**src/rtl/tcu_pkg.sv**
```systemverilog
package tcu_pkg;
  localparam int DATA_W = 64;
  localparam int IDX_W  = 4;
  localparam int PSTATE_IE_BIT = 1;

  typedef enum logic [IDX_W-1:0] {
    IX_TICK      = 4'd0,
    IX_TICK_CMP  = 4'd1,
    IX_STICK     = 4'd2,
    IX_STICK_CMP = 4'd3,
    IX_HCMP      = 4'd4,
    IX_SOFT      = 4'd5,
    IX_SOFT_SET  = 4'd6,
    IX_SOFT_CLR  = 4'd7,
    IX_HPEND     = 4'd8,
    IX_PSTATE    = 4'd9,
    IX_PIL       = 4'd10,
    IX_VER       = 4'd11,
    IX_Q0        = 4'd12,
    IX_Q1        = 4'd13,
    IX_Q2        = 4'd14,
    IX_Q3        = 4'd15
  } reg_idx_e;

  typedef enum logic [1:0] {
    SOP_NONE, SOP_DIRECT, SOP_SET, SOP_CLR
  } soft_op_e;

  // top bit of a compare word is an active-low arm flag
  function automatic logic cmp_armed(input logic [DATA_W-1:0] c);
    return ~c[DATA_W-1];
  endfunction

  function automatic logic [DATA_W-1:0] cmp_target(input logic [DATA_W-1:0] c);
    return {1'b0, c[DATA_W-2:0]};
  endfunction

  function automatic logic [DATA_W-1:0] cmp_reset_val();
    return {1'b1, {(DATA_W-1){1'b0}}};
  endfunction

  function automatic logic is_queue_idx(input logic [IDX_W-1:0] ix);
    return ix >= IX_Q0;
  endfunction
endpackage

```
**src/rtl/tcu_counter.sv**
```systemverilog
module tcu_counter #(
  parameter int W = 64
) (
  input  logic         clk,
  input  logic         rst_n,
  input  logic         inc,
  input  logic         ld,
  input  logic [W-1:0] ld_val,
  output logic [W-1:0] q
);
  always_ff @(posedge clk) begin
    if (!rst_n)   q <= '0;
    else if (ld)  q <= ld_val;
    else if (inc) q <= q + W'(1);
  end
endmodule

```
**src/rtl/tcu_compare.sv**
```systemverilog
module tcu_compare
  import tcu_pkg::*;
(
  input  logic              clk,
  input  logic              rst_n,
  input  logic              wr,
  input  logic [DATA_W-1:0] wr_val,
  input  logic [DATA_W-1:0] cnt,
  input  logic              step,
  output logic [DATA_W-1:0] cmp_q,
  output logic              hit
);
  always_ff @(posedge clk) begin
    if (!rst_n)  cmp_q <= cmp_reset_val();
    else if (wr) cmp_q <= wr_val;
  end

  // a match exists only on a counting edge, so each pass yields one hit
  assign hit = step && cmp_armed(cmp_q) && (cnt == cmp_target(cmp_q));
endmodule

```
**src/rtl/tcu_softint.sv**
```systemverilog
module tcu_softint
  import tcu_pkg::*;
#(
  parameter int W = 17
) (
  input  logic         clk,
  input  logic         rst_n,
  input  soft_op_e     op,
  input  logic [W-1:0] wd,
  input  logic [W-1:0] hits,
  output logic [W-1:0] q
);
  logic [W-1:0] base;

  always_comb begin
    unique case (op)
      SOP_DIRECT: base = wd;
      SOP_SET:    base = q | wd;
      SOP_CLR:    base = q & ~wd;
      default:    base = q;
    endcase
  end

  always_ff @(posedge clk) begin
    if (!rst_n) q <= '0;
    else        q <= base | hits;
  end
endmodule

```
**src/rtl/tick_cmp_irq_unit.sv**
```systemverilog
module tick_cmp_irq_unit
  import tcu_pkg::*;
#(
  parameter int          SOFT_W      = 17,
  parameter int          TICK_BIT    = 0,
  parameter int          STICK_BIT   = 16,
  parameter int          PSTATE_W    = 8,
  parameter int          PIL_W       = 4,
  parameter logic [63:0] VERSION     = 64'h0000_0017_0003_0200
) (
  input  logic              clk,
  input  logic              rst_n,
  input  logic              count_en,
  input  logic              wr_en,
  input  logic [IDX_W-1:0]  reg_idx,
  input  logic [DATA_W-1:0] wr_data,
  output logic [DATA_W-1:0] rd_data,
  output logic              soft_irq,
  output logic              hyp_irq,
  output logic              recheck,
  output logic              illegal_wr
);
  localparam int N_CMP = 3;

  reg_idx_e idx;
  assign idx = reg_idx_e'(reg_idx);

  // counters
  logic [DATA_W-1:0] tick_q, stick_q;

  tcu_counter #(.W(DATA_W)) u_tick (
    .clk(clk), .rst_n(rst_n), .inc(count_en),
    .ld(wr_en && idx == IX_TICK), .ld_val(wr_data), .q(tick_q)
  );
  tcu_counter #(.W(DATA_W)) u_stick (
    .clk(clk), .rst_n(rst_n), .inc(count_en),
    .ld(wr_en && idx == IX_STICK), .ld_val(wr_data), .q(stick_q)
  );

  // compare bank: slot 0 watches tick, slots 1 and 2 watch system tick
  logic [DATA_W-1:0] cmp_q [N_CMP];
  logic [N_CMP-1:0]  cmp_hit;

  for (genvar i = 0; i < N_CMP; i++) begin : g_cmp
    localparam reg_idx_e SLOT_IDX = (i == 0) ? IX_TICK_CMP :
                                    (i == 1) ? IX_STICK_CMP : IX_HCMP;
    tcu_compare u_cmp (
      .clk(clk), .rst_n(rst_n),
      .wr(wr_en && idx == SLOT_IDX), .wr_val(wr_data),
      .cnt((i == 0) ? tick_q : stick_q), .step(count_en),
      .cmp_q(cmp_q[i]), .hit(cmp_hit[i])
    );
  end

  logic tick_hit, stick_hit, hcmp_hit;
  assign tick_hit  = cmp_hit[0];
  assign stick_hit = cmp_hit[1];
  assign hcmp_hit  = cmp_hit[2];

  // soft-interrupt register
  soft_op_e     soft_op;
  logic [SOFT_W-1:0] soft_hits, softint_q;

  always_comb begin
    soft_op = SOP_NONE;
    if (wr_en) begin
      unique case (idx)
        IX_SOFT:     soft_op = SOP_DIRECT;
        IX_SOFT_SET: soft_op = SOP_SET;
        IX_SOFT_CLR: soft_op = SOP_CLR;
        default:     soft_op = SOP_NONE;
      endcase
    end
    soft_hits = '0;
    soft_hits[TICK_BIT]  = tick_hit;
    soft_hits[STICK_BIT] = stick_hit;
  end

  tcu_softint #(.W(SOFT_W)) u_soft (
    .clk(clk), .rst_n(rst_n), .op(soft_op),
    .wd(wr_data[SOFT_W-1:0]), .hits(soft_hits), .q(softint_q)
  );

  // hypervisor pending, processor state, interrupt level
  logic                hint_q;
  logic [PSTATE_W-1:0] pstate_q;
  logic [PIL_W-1:0]    pil_q;
  logic                ie_rise, pil_drop, q_touch, recheck_d, illegal_d;

  assign ie_rise  = wr_en && idx == IX_PSTATE &&
                    wr_data[PSTATE_IE_BIT] && !pstate_q[PSTATE_IE_BIT];
  assign pil_drop = wr_en && idx == IX_PIL && (wr_data[PIL_W-1:0] < pil_q);
  assign q_touch  = wr_en && is_queue_idx(reg_idx);
  assign recheck_d = ie_rise || pil_drop || q_touch;
  assign illegal_d = wr_en && idx == IX_VER;

  always_ff @(posedge clk) begin
    if (!rst_n) begin
      hint_q     <= 1'b0;
      pstate_q   <= '0;
      pil_q      <= '0;
      recheck    <= 1'b0;
      illegal_wr <= 1'b0;
    end else begin
      if (hcmp_hit)                     hint_q <= 1'b1;
      else if (wr_en && idx == IX_HPEND) hint_q <= wr_data[0];
      if (wr_en && idx == IX_PSTATE) pstate_q <= wr_data[PSTATE_W-1:0];
      if (wr_en && idx == IX_PIL)    pil_q    <= wr_data[PIL_W-1:0];
      recheck    <= recheck_d;
      illegal_wr <= illegal_d;
    end
  end

  assign soft_irq = |softint_q;
  assign hyp_irq  = hint_q;

  // read mux
  always_comb begin
    rd_data = '0;
    unique case (idx)
      IX_TICK:      rd_data = tick_q;
      IX_TICK_CMP:  rd_data = cmp_q[0];
      IX_STICK:     rd_data = stick_q;
      IX_STICK_CMP: rd_data = cmp_q[1];
      IX_HCMP:      rd_data = cmp_q[2];
      IX_SOFT:      rd_data = {{(DATA_W-SOFT_W){1'b0}}, softint_q};
      IX_HPEND:     rd_data = {{(DATA_W-1){1'b0}}, hint_q};
      IX_PSTATE:    rd_data = {{(DATA_W-PSTATE_W){1'b0}}, pstate_q};
      IX_PIL:       rd_data = {{(DATA_W-PIL_W){1'b0}}, pil_q};
      IX_VER:       rd_data = VERSION;
      default:      rd_data = '0;
    endcase
  end
endmodule

```
**config.mk**
```make
export PLATFORM = sky130hd
export DESIGN_NAME = tick_cmp_irq_unit
export DESIGN_NICKNAME = d
export VERILOG_FILES = /design/src/rtl/tcu_pkg.sv /design/src/rtl/tcu_counter.sv /design/src/rtl/tcu_compare.sv /design/src/rtl/tcu_softint.sv /design/src/rtl/tick_cmp_irq_unit.sv
export SDC_FILE = /design/constraint.sdc
export NUM_CORES = 1
export LEC_CHECK = 0
export ABC_AREA = 0
export BUFFER_PORTS_ARGS = -buffer_cell sky130_fd_sc_hd__buf_4
export CORE_ASPECT_RATIO = 0.9
export CORE_MARGIN = 2
export CORE_UTILIZATION = 45
export DETAILED_ROUTE_END_ITERATION = 8
export HOLD_SLACK_MARGIN = 0.15
export PLACE_DENSITY = 0.71
export REMOVE_ABC_BUFFERS = 1
export SLEW_MARGIN = 20
export SYNTH_ARGS = -nofsm -noshare
export SYNTH_HDL_FRONTEND = slang
export SYNTH_SLANG_ARGS = --single-unit
```
**constraint.sdc**
```tcl
create_clock -name clk -period 3.4 [get_ports clk]
set_clock_uncertainty 0.2 [all_clocks]
set_input_delay 0.34 -clock clk [delete_from_list [all_inputs] [get_ports clk]]
set_output_delay 0.34 -clock clk [all_outputs]
set_load 0.05 [all_outputs]
```
==> results of run 1 <==
area by class of cell:
class                   instances  area share
multi-input cells            1955       0.493
well taps                     555      0.0297
clock inverters                 9     0.00337
inverters                      18     0.00321
repair buffers                322       0.117
diodes                          2    0.000214
flip-flops and latches        352       0.301
clock buffers                  65      0.0513
cell families (layout without fill, tap and decap cells):
group / Yosys count / in the layout / share of synthesized area
simple gates: 1034 / 1034 / 0.254
compound gates: 652 / 652 / 0.208
flops: 352 / 352 / 0.359
buf+inv: 280 / 414 / 0.0575
xor+xnor: 261 / 261 / 0.116
fa+ha+maj: 5 / 5 / 0.00319
mux: 3 / 3 / 0.00153
other cells: 0 / 2 / 0
worst max-delay path: stages:
cell           delay, ps
dlygate4sd3_1        530
buf_4                160
nor4_2               300
buf_4                430
buf_12               320
a22oi_1              240
nand3_1              170
buf_4                210
worst min-delay path by stage:
| stage | to | slack [ps] | startpoint |
|---|---|---|---|
| final | hyp_irq | 230 | rst_n |
| after detailed placement | pstate_q[4] | 250 | pstate_q[4] |
| after global routing | hyp_irq | 250 | rst_n |
| after floorplan | g_cmp[0].u_cmp.cmp_q[63] | 210 | rst_n |
| after CTS | hyp_irq | 200 | rst_n |
| after global placement | pstate_q[7] | 240 | pstate_q[7] |
sequential cells by signal, indices dropped and copies added, names as in the netlist:
register / cells
u_soft.q: 17
illegal_wr: 1
pstate_q: 8
u_tick.q: 64
recheck: 1
hyp_irq: 1
u_stick.q: 64
g_cmp.u_cmp.cmp_q: 192
pil_q: 4
report_power, final:
part | total, mW | leakage, nW | internal, mW | switching, mW
logic | 1.05 | 4.30 | 0.356 | 0.690
clock network | 4.39 | 0.618 | 2.50 | 1.90
registers | 4.32 | 2.85 | 4.20 | 0.124
layer usage:
metal	track usage	up-vias
met5	0	-
met4	0.146	4
met3	0.124	212
met2	0.585	1527
met1	0.600	10500
li1	-	9508
metrics by stage:
stage / worst slack (ps) / area (um^2) / power, mW / std cells
final: 105 / 23400 / 9.76 / 3278
after global routing: 71.5 / 23400 / 9.97 / 3276
after CTS: 177 / 23400 / 9.70 / 3276
after detailed placement: 586 / 21400 / 5.34 / 3132
after global placement: 598 / 21400 / 5.33 / 3132
after floorplan: -7190 / 18600 / 4.79 / 2325
cells in the final DEF, fill, tap and decap left out, types with 17 or more instances in the layout:
cell	instances
clkbuf_16	43
and3_1	29
nand3_1	99
or3_1	24
dfxtp_1	352
inv_1	17
xor2_1	45
nor4_1	42
a22oi_1	112
a31oi_1	38
clkbuf_1	18
o31ai_1	23
a21oi_1	247
dlygate4sd3_1	70
a222oi_1	49
and4_1	29
nand4_1	111
xnor2_1	216
nor3_1	27
nor2_1	82
buf_4	240
nand2_1	510
o21ai_0	116
or4_1	32
a211oi_1	43
==> results.cfg, run 1 <==
[run_status]
status = finished clean

[cts]
clock_path_buffers = 3
clkTransAtPathRegs_ps = 60
htree_num_levels = 2
cts_tree = built
insertion_delay_ps = 590
ctsHoldBuffers = 70
root_buffer = clkbuf_16
cts_resized = 0
cts_buffers = 42
post_cts_buffers = 0
clock-sinks = 352

[setup_path]
crit_arrival_ps = 2750
r2r_end = u_tick.q[60]
startpoint_type = primary input
worstSetupStartpoint = reg_idx[0]
required_ps = 2860
r2r_start = u_tick.q[22]
reg2reg_depth = 5
crit_path_end = rd_data[8]
path_max_fanout = 40
rrSetupSlack_ps = 420
critPathCaptureType = primary output
crit_type = in -> out

[drt]
antenna_left = 0
vias = 21800
drc = 0
drt_iter0_drc = 3492
drt-pass1-iter-count = 9
drt_wl_total_um = 96100
wl_met1_um = 39800
vias_per_cell = 6.64
route.met2.wl_um = 39100
routed.top_layer = met5
wl_per_cell_um = 29.3
wl_met3_um = 13500

[logic_synthesis]
synth.most_common_cell = nand2_1
synth_flop_cell = dfxtp_1
synth_top_area_share = 0.359
syn_avg_cell_area_um2 = 7.59
ys_types = 56
synthArstFlopShare = 0
syn_area_um2 = 19600
ys_ff_latch = 352
synth_edf_count = 0
synthTopCellsByArea = dfxtp_1 (36%), nand2_1 (9.8%), xnor2_1 (9.6%)
syn_inst = 2587
synth_common_cells = nand2_1 (515), dfxtp_1 (352), a21oi_1 (247)
synth_area_leader_cell = dfxtp_1
seq_area_frac_synth = 0.359
ys.warnings.count = 0

[power]
leakage_nw = 7.76
powerDensity_nw_per_um2 = 418
ir_drop_mv = 0.290

[timing]
holdWs_ps = 228
finalSetupViolCount = 0
report.final.slew_viol_count = 0
max_freq_mhz = 304
min_period_over_period = 0.969
rsz0062_at_grt = no
min_period_ps = 3290
relSlewSlack = 0.254
tns_ps = 0
hold_viol_final = 0
tightest_slew_ps = 1110

[die]
die_x_um = 224
placementRows = 72
io_pins = 140
die_y_um = 202
start_util = 0.456
coreArea_um2 = 43100
dieArea_um2 = 45300

[global_route]
track_usage = 0.416
overflow = 0
grt_pass1_vias = 19700
grt_max_degree = 90
antenna_found_initial = 3
grt_pass1_wl_um = 139000

[cells_and_area]
drive_gt1_frac = 0.123
nNetsFinal = 2768
ff_latch_area_um2 = 7050
finish.utilization = 0.543
fillers = 4079
multi_input_area_um2 = 11500
area_growth_pct = 19.1

[place]
gp_congestion = 1.05
dpl.hpwl_um = 69400
io_buffer_count = 139

[worst_hold_path]
min_path_cells = 6
holdCritPathClass = in -> reg

[job]
cap_violations = 0
No activity file was read; power rests on OpenSTA's default activity.
==> inputs of run 2 (changes only) <==
ABC_AREA = 1   (was 0)
RECOVER_POWER = 50   (was unset)
==> run 2 against run 1 <==
Effect of this change: via count is 11% higher; highest routed layer unchanged; hold slack improved by 1.6 ps; largest power group unchanged; cell count grew 28%; utilization fell by 1.5 points; first-iteration DRC count down 15%; count of clock-buffer cells in the layout decreased by 7; flip-flop and latch count unchanged; largest cell class unchanged; clock power increased by 4%; power grew 2.1%; wire length fell by 4.2%; register-to-register slack better by 120 ps.
==> results.cfg, run 2 <==
[run_status]
status = finished clean

[logic_synthesis]
syn_avg_cell_area_um2 = 6.40
synth_common_cells = nand2_1 (695), nor2_1 (467), inv_1 (422)
synthArstFlopShare = 0
syn_area_um2 = 22000
syn_inst = 3432
synth_edf_count = 0
ys_ff_latch = 352
synthTopCellsByArea = dfxtp_1 (32%), nand2_1 (12%), a21oi_1 (8.5%)
seq_area_frac_synth = 0.321
synth_area_leader_cell = dfxtp_1
ys.warnings.count = 0
ys_types = 41
synth.most_common_cell = nand2_1
synth_top_area_share = 0.321
synth_flop_cell = dfxtp_1

[global_route]
antenna_found_initial = 1
grt_max_degree = 119
grt_pass1_vias = 22100
overflow = 0
grt_pass1_wl_um = 138000
track_usage = 0.358

[power]
ir_drop_mv = 0.280
power.total_mw = 9.96
powerDensity_nw_per_um2 = 393
leakage_nw = 10.3

[timing]
finalSetupViolCount = 0
holdWs_ps = 230
hold_viol_final = 0
min_period_ps = 3310
max_freq_mhz = 302
tightest_slew_ps = 1260
report.final.slew_viol_count = 0
relSlewSlack = 0.161
rsz0062_at_grt = no
min_period_over_period = 0.975

[cells_and_area]
largest_register_ffs = 192
antennaDiodeCount = 0
nNetsFinal = 3621
regMostFlops = g_cmp.u_cmp.cmp_q
finish.utilization = 0.528
largestRegisters = g_cmp.u_cmp.cmp_q x192, u_stick.q x64, u_tick.q x64
layout_commonest_cell = nand2_1
drive_gt1_frac = 0.0803
final_cell_mix = nand2_1 (695), nor2_1 (473), inv_1 (423), a21oi_1 (374), dfxtp_1 (352)
area_growth_pct = 15.4

[place]
io_buffer_count = 139
gp_congestion = 1.05
dpl.hpwl_um = 68300

[setup_path]
crit_slowest_cell = inv_2
required_ps = 2860
startpoint_type = primary input
critical_path.cell_chain = dlygate4sd3_1, buf_4, nor2_4, nand2_2, inv_2, a211oi_1, o221ai_1, buf_4
crit_arrival_ps = 2770
crit_type = in -> out
critPathCaptureType = primary output
crit_top_cell = buf_4
cp_slowest_stage_delay_ps = 640
path_max_fanout = 25

[die]
dieArea_um2 = 50600
coreArea_um2 = 48000
die_x_um = 237
placementRows = 76
start_util = 0.457
die_y_um = 214
io_pins = 140

[cts]
cts_tree = built
clock_path_buffers = 3
clock-sinks = 352
clkTransAtPathRegs_ps = 60
insertion_delay_ps = 570
cts_buffers = 41
root_buffer = clkbuf_16
htree_num_levels = 2

[worst_hold_path]
holdCritPathClass = in -> reg

[drt]
vias_per_cell = 5.77
drt-pass1-iter-count = 6
drt_iter0_drc = 2958
vias = 24200
wl_per_cell_um = 21.9
antenna_left = 0
drt_wl_total_um = 92100
drc = 0

[job]
cap_violations = 0
## run 2: changes by cell type after synthesis, moves of 46 or more
cell	change
a222oi_1	-49
o221ai_1	+46
o22ai_1	+148
a22oi_1	-110
nand2_1	+180
a21oi_1	+127
o21ai_0	+183
xor2_1	+164
inv_1	+404
nor2_1	+384
nand4_1	-85
clkbuf_1	-115
xnor2_1	-202
## run 2: cells by family (layout without fill, tap and decap cells)
kind of cell    after synthesis  after routing  synth area share
buf+inv                     630            771             0.116
simple gates               1294           1294             0.237
xor+xnor                    223            223            0.0889
compound gates              927            927             0.233
mux                           1              1          0.000456
fa+ha+maj                     5              5           0.00285
flops                       352            352             0.321
## run 2: final timing paths
path,start,end,slack [ps],cells after the start
worst min-delay path,reg_idx[1],u_stick.q[2],230,6
worst max register to register,u_stick.q[0],u_stick.q[46],540,12
worst min register to register,pstate_q[4],pstate_q[4],270,2
worst max-delay path,reg_idx[0],rd_data[32],90,8
## run 2: metal layers
layer / up-vias / part of all wire / global-route usage / wire length, um
met3: 184 / 0.10 / 0.0657 / 9630
met5: - / 0.00011 / 0 / 10
met4: 2 / 0.036 / 0.130 / 3280
li1: 11400 / - / - / -
met1: 11200 / 0.44 / 0.516 / 40900
met2: 1404 / 0.42 / 0.534 / 38200
## run 2: timing repair
action	CTS	global route
buffers inserted	0	0
hold endpoints to repair	336	0
resized for setup	0	2
endpoints found under the setup margin	0	3
hold buffers	74	0
## run 2: power breakdown
group / total (mW) / internal [mW] / leakage, nW / switching [mW]
Combinational: 1.09 / 0.346 / 6.77 / 0.742
Sequential: 4.32 / 4.21 / 2.85 / 0.107
Clock: 4.56 / 2.66 / 0.667 / 1.90
## run 2: critical path, delay by kind of cell
family	cells	cell delay, ps
buffers and inverters	4	1650
AO/OA/AOI/OAI	2	480
AND/OR/NAND/NOR	2	260
## run 2: through the flow
| stage | setup TNS [ps] | cell area, um^2 | setup WS (ps) | cells |
|---|---|---|---|---|
| after floorplan | -13110 | 21100 | -537 | 3237 |
| after global placement | 0 | 23300 | 652 | 4051 |
| after detailed placement | 0 | 23300 | 633 | 4051 |
| after CTS | 0 | 25400 | 136 | 4197 |
| after global routing | 0 | 25400 | 16.2 | 4197 |
| final | 0 | 25400 | 85.5 | 4197 |
## run 2: cell type report
cell class	instances	area, um^2
clock buffer	58	1190
clock inverter	14	155
fill	4891	22700
inverter	435	1640
multi-input combinational	2450	12300
sequential	352	7050
tap	624	781
timing repair buffer	264	2200
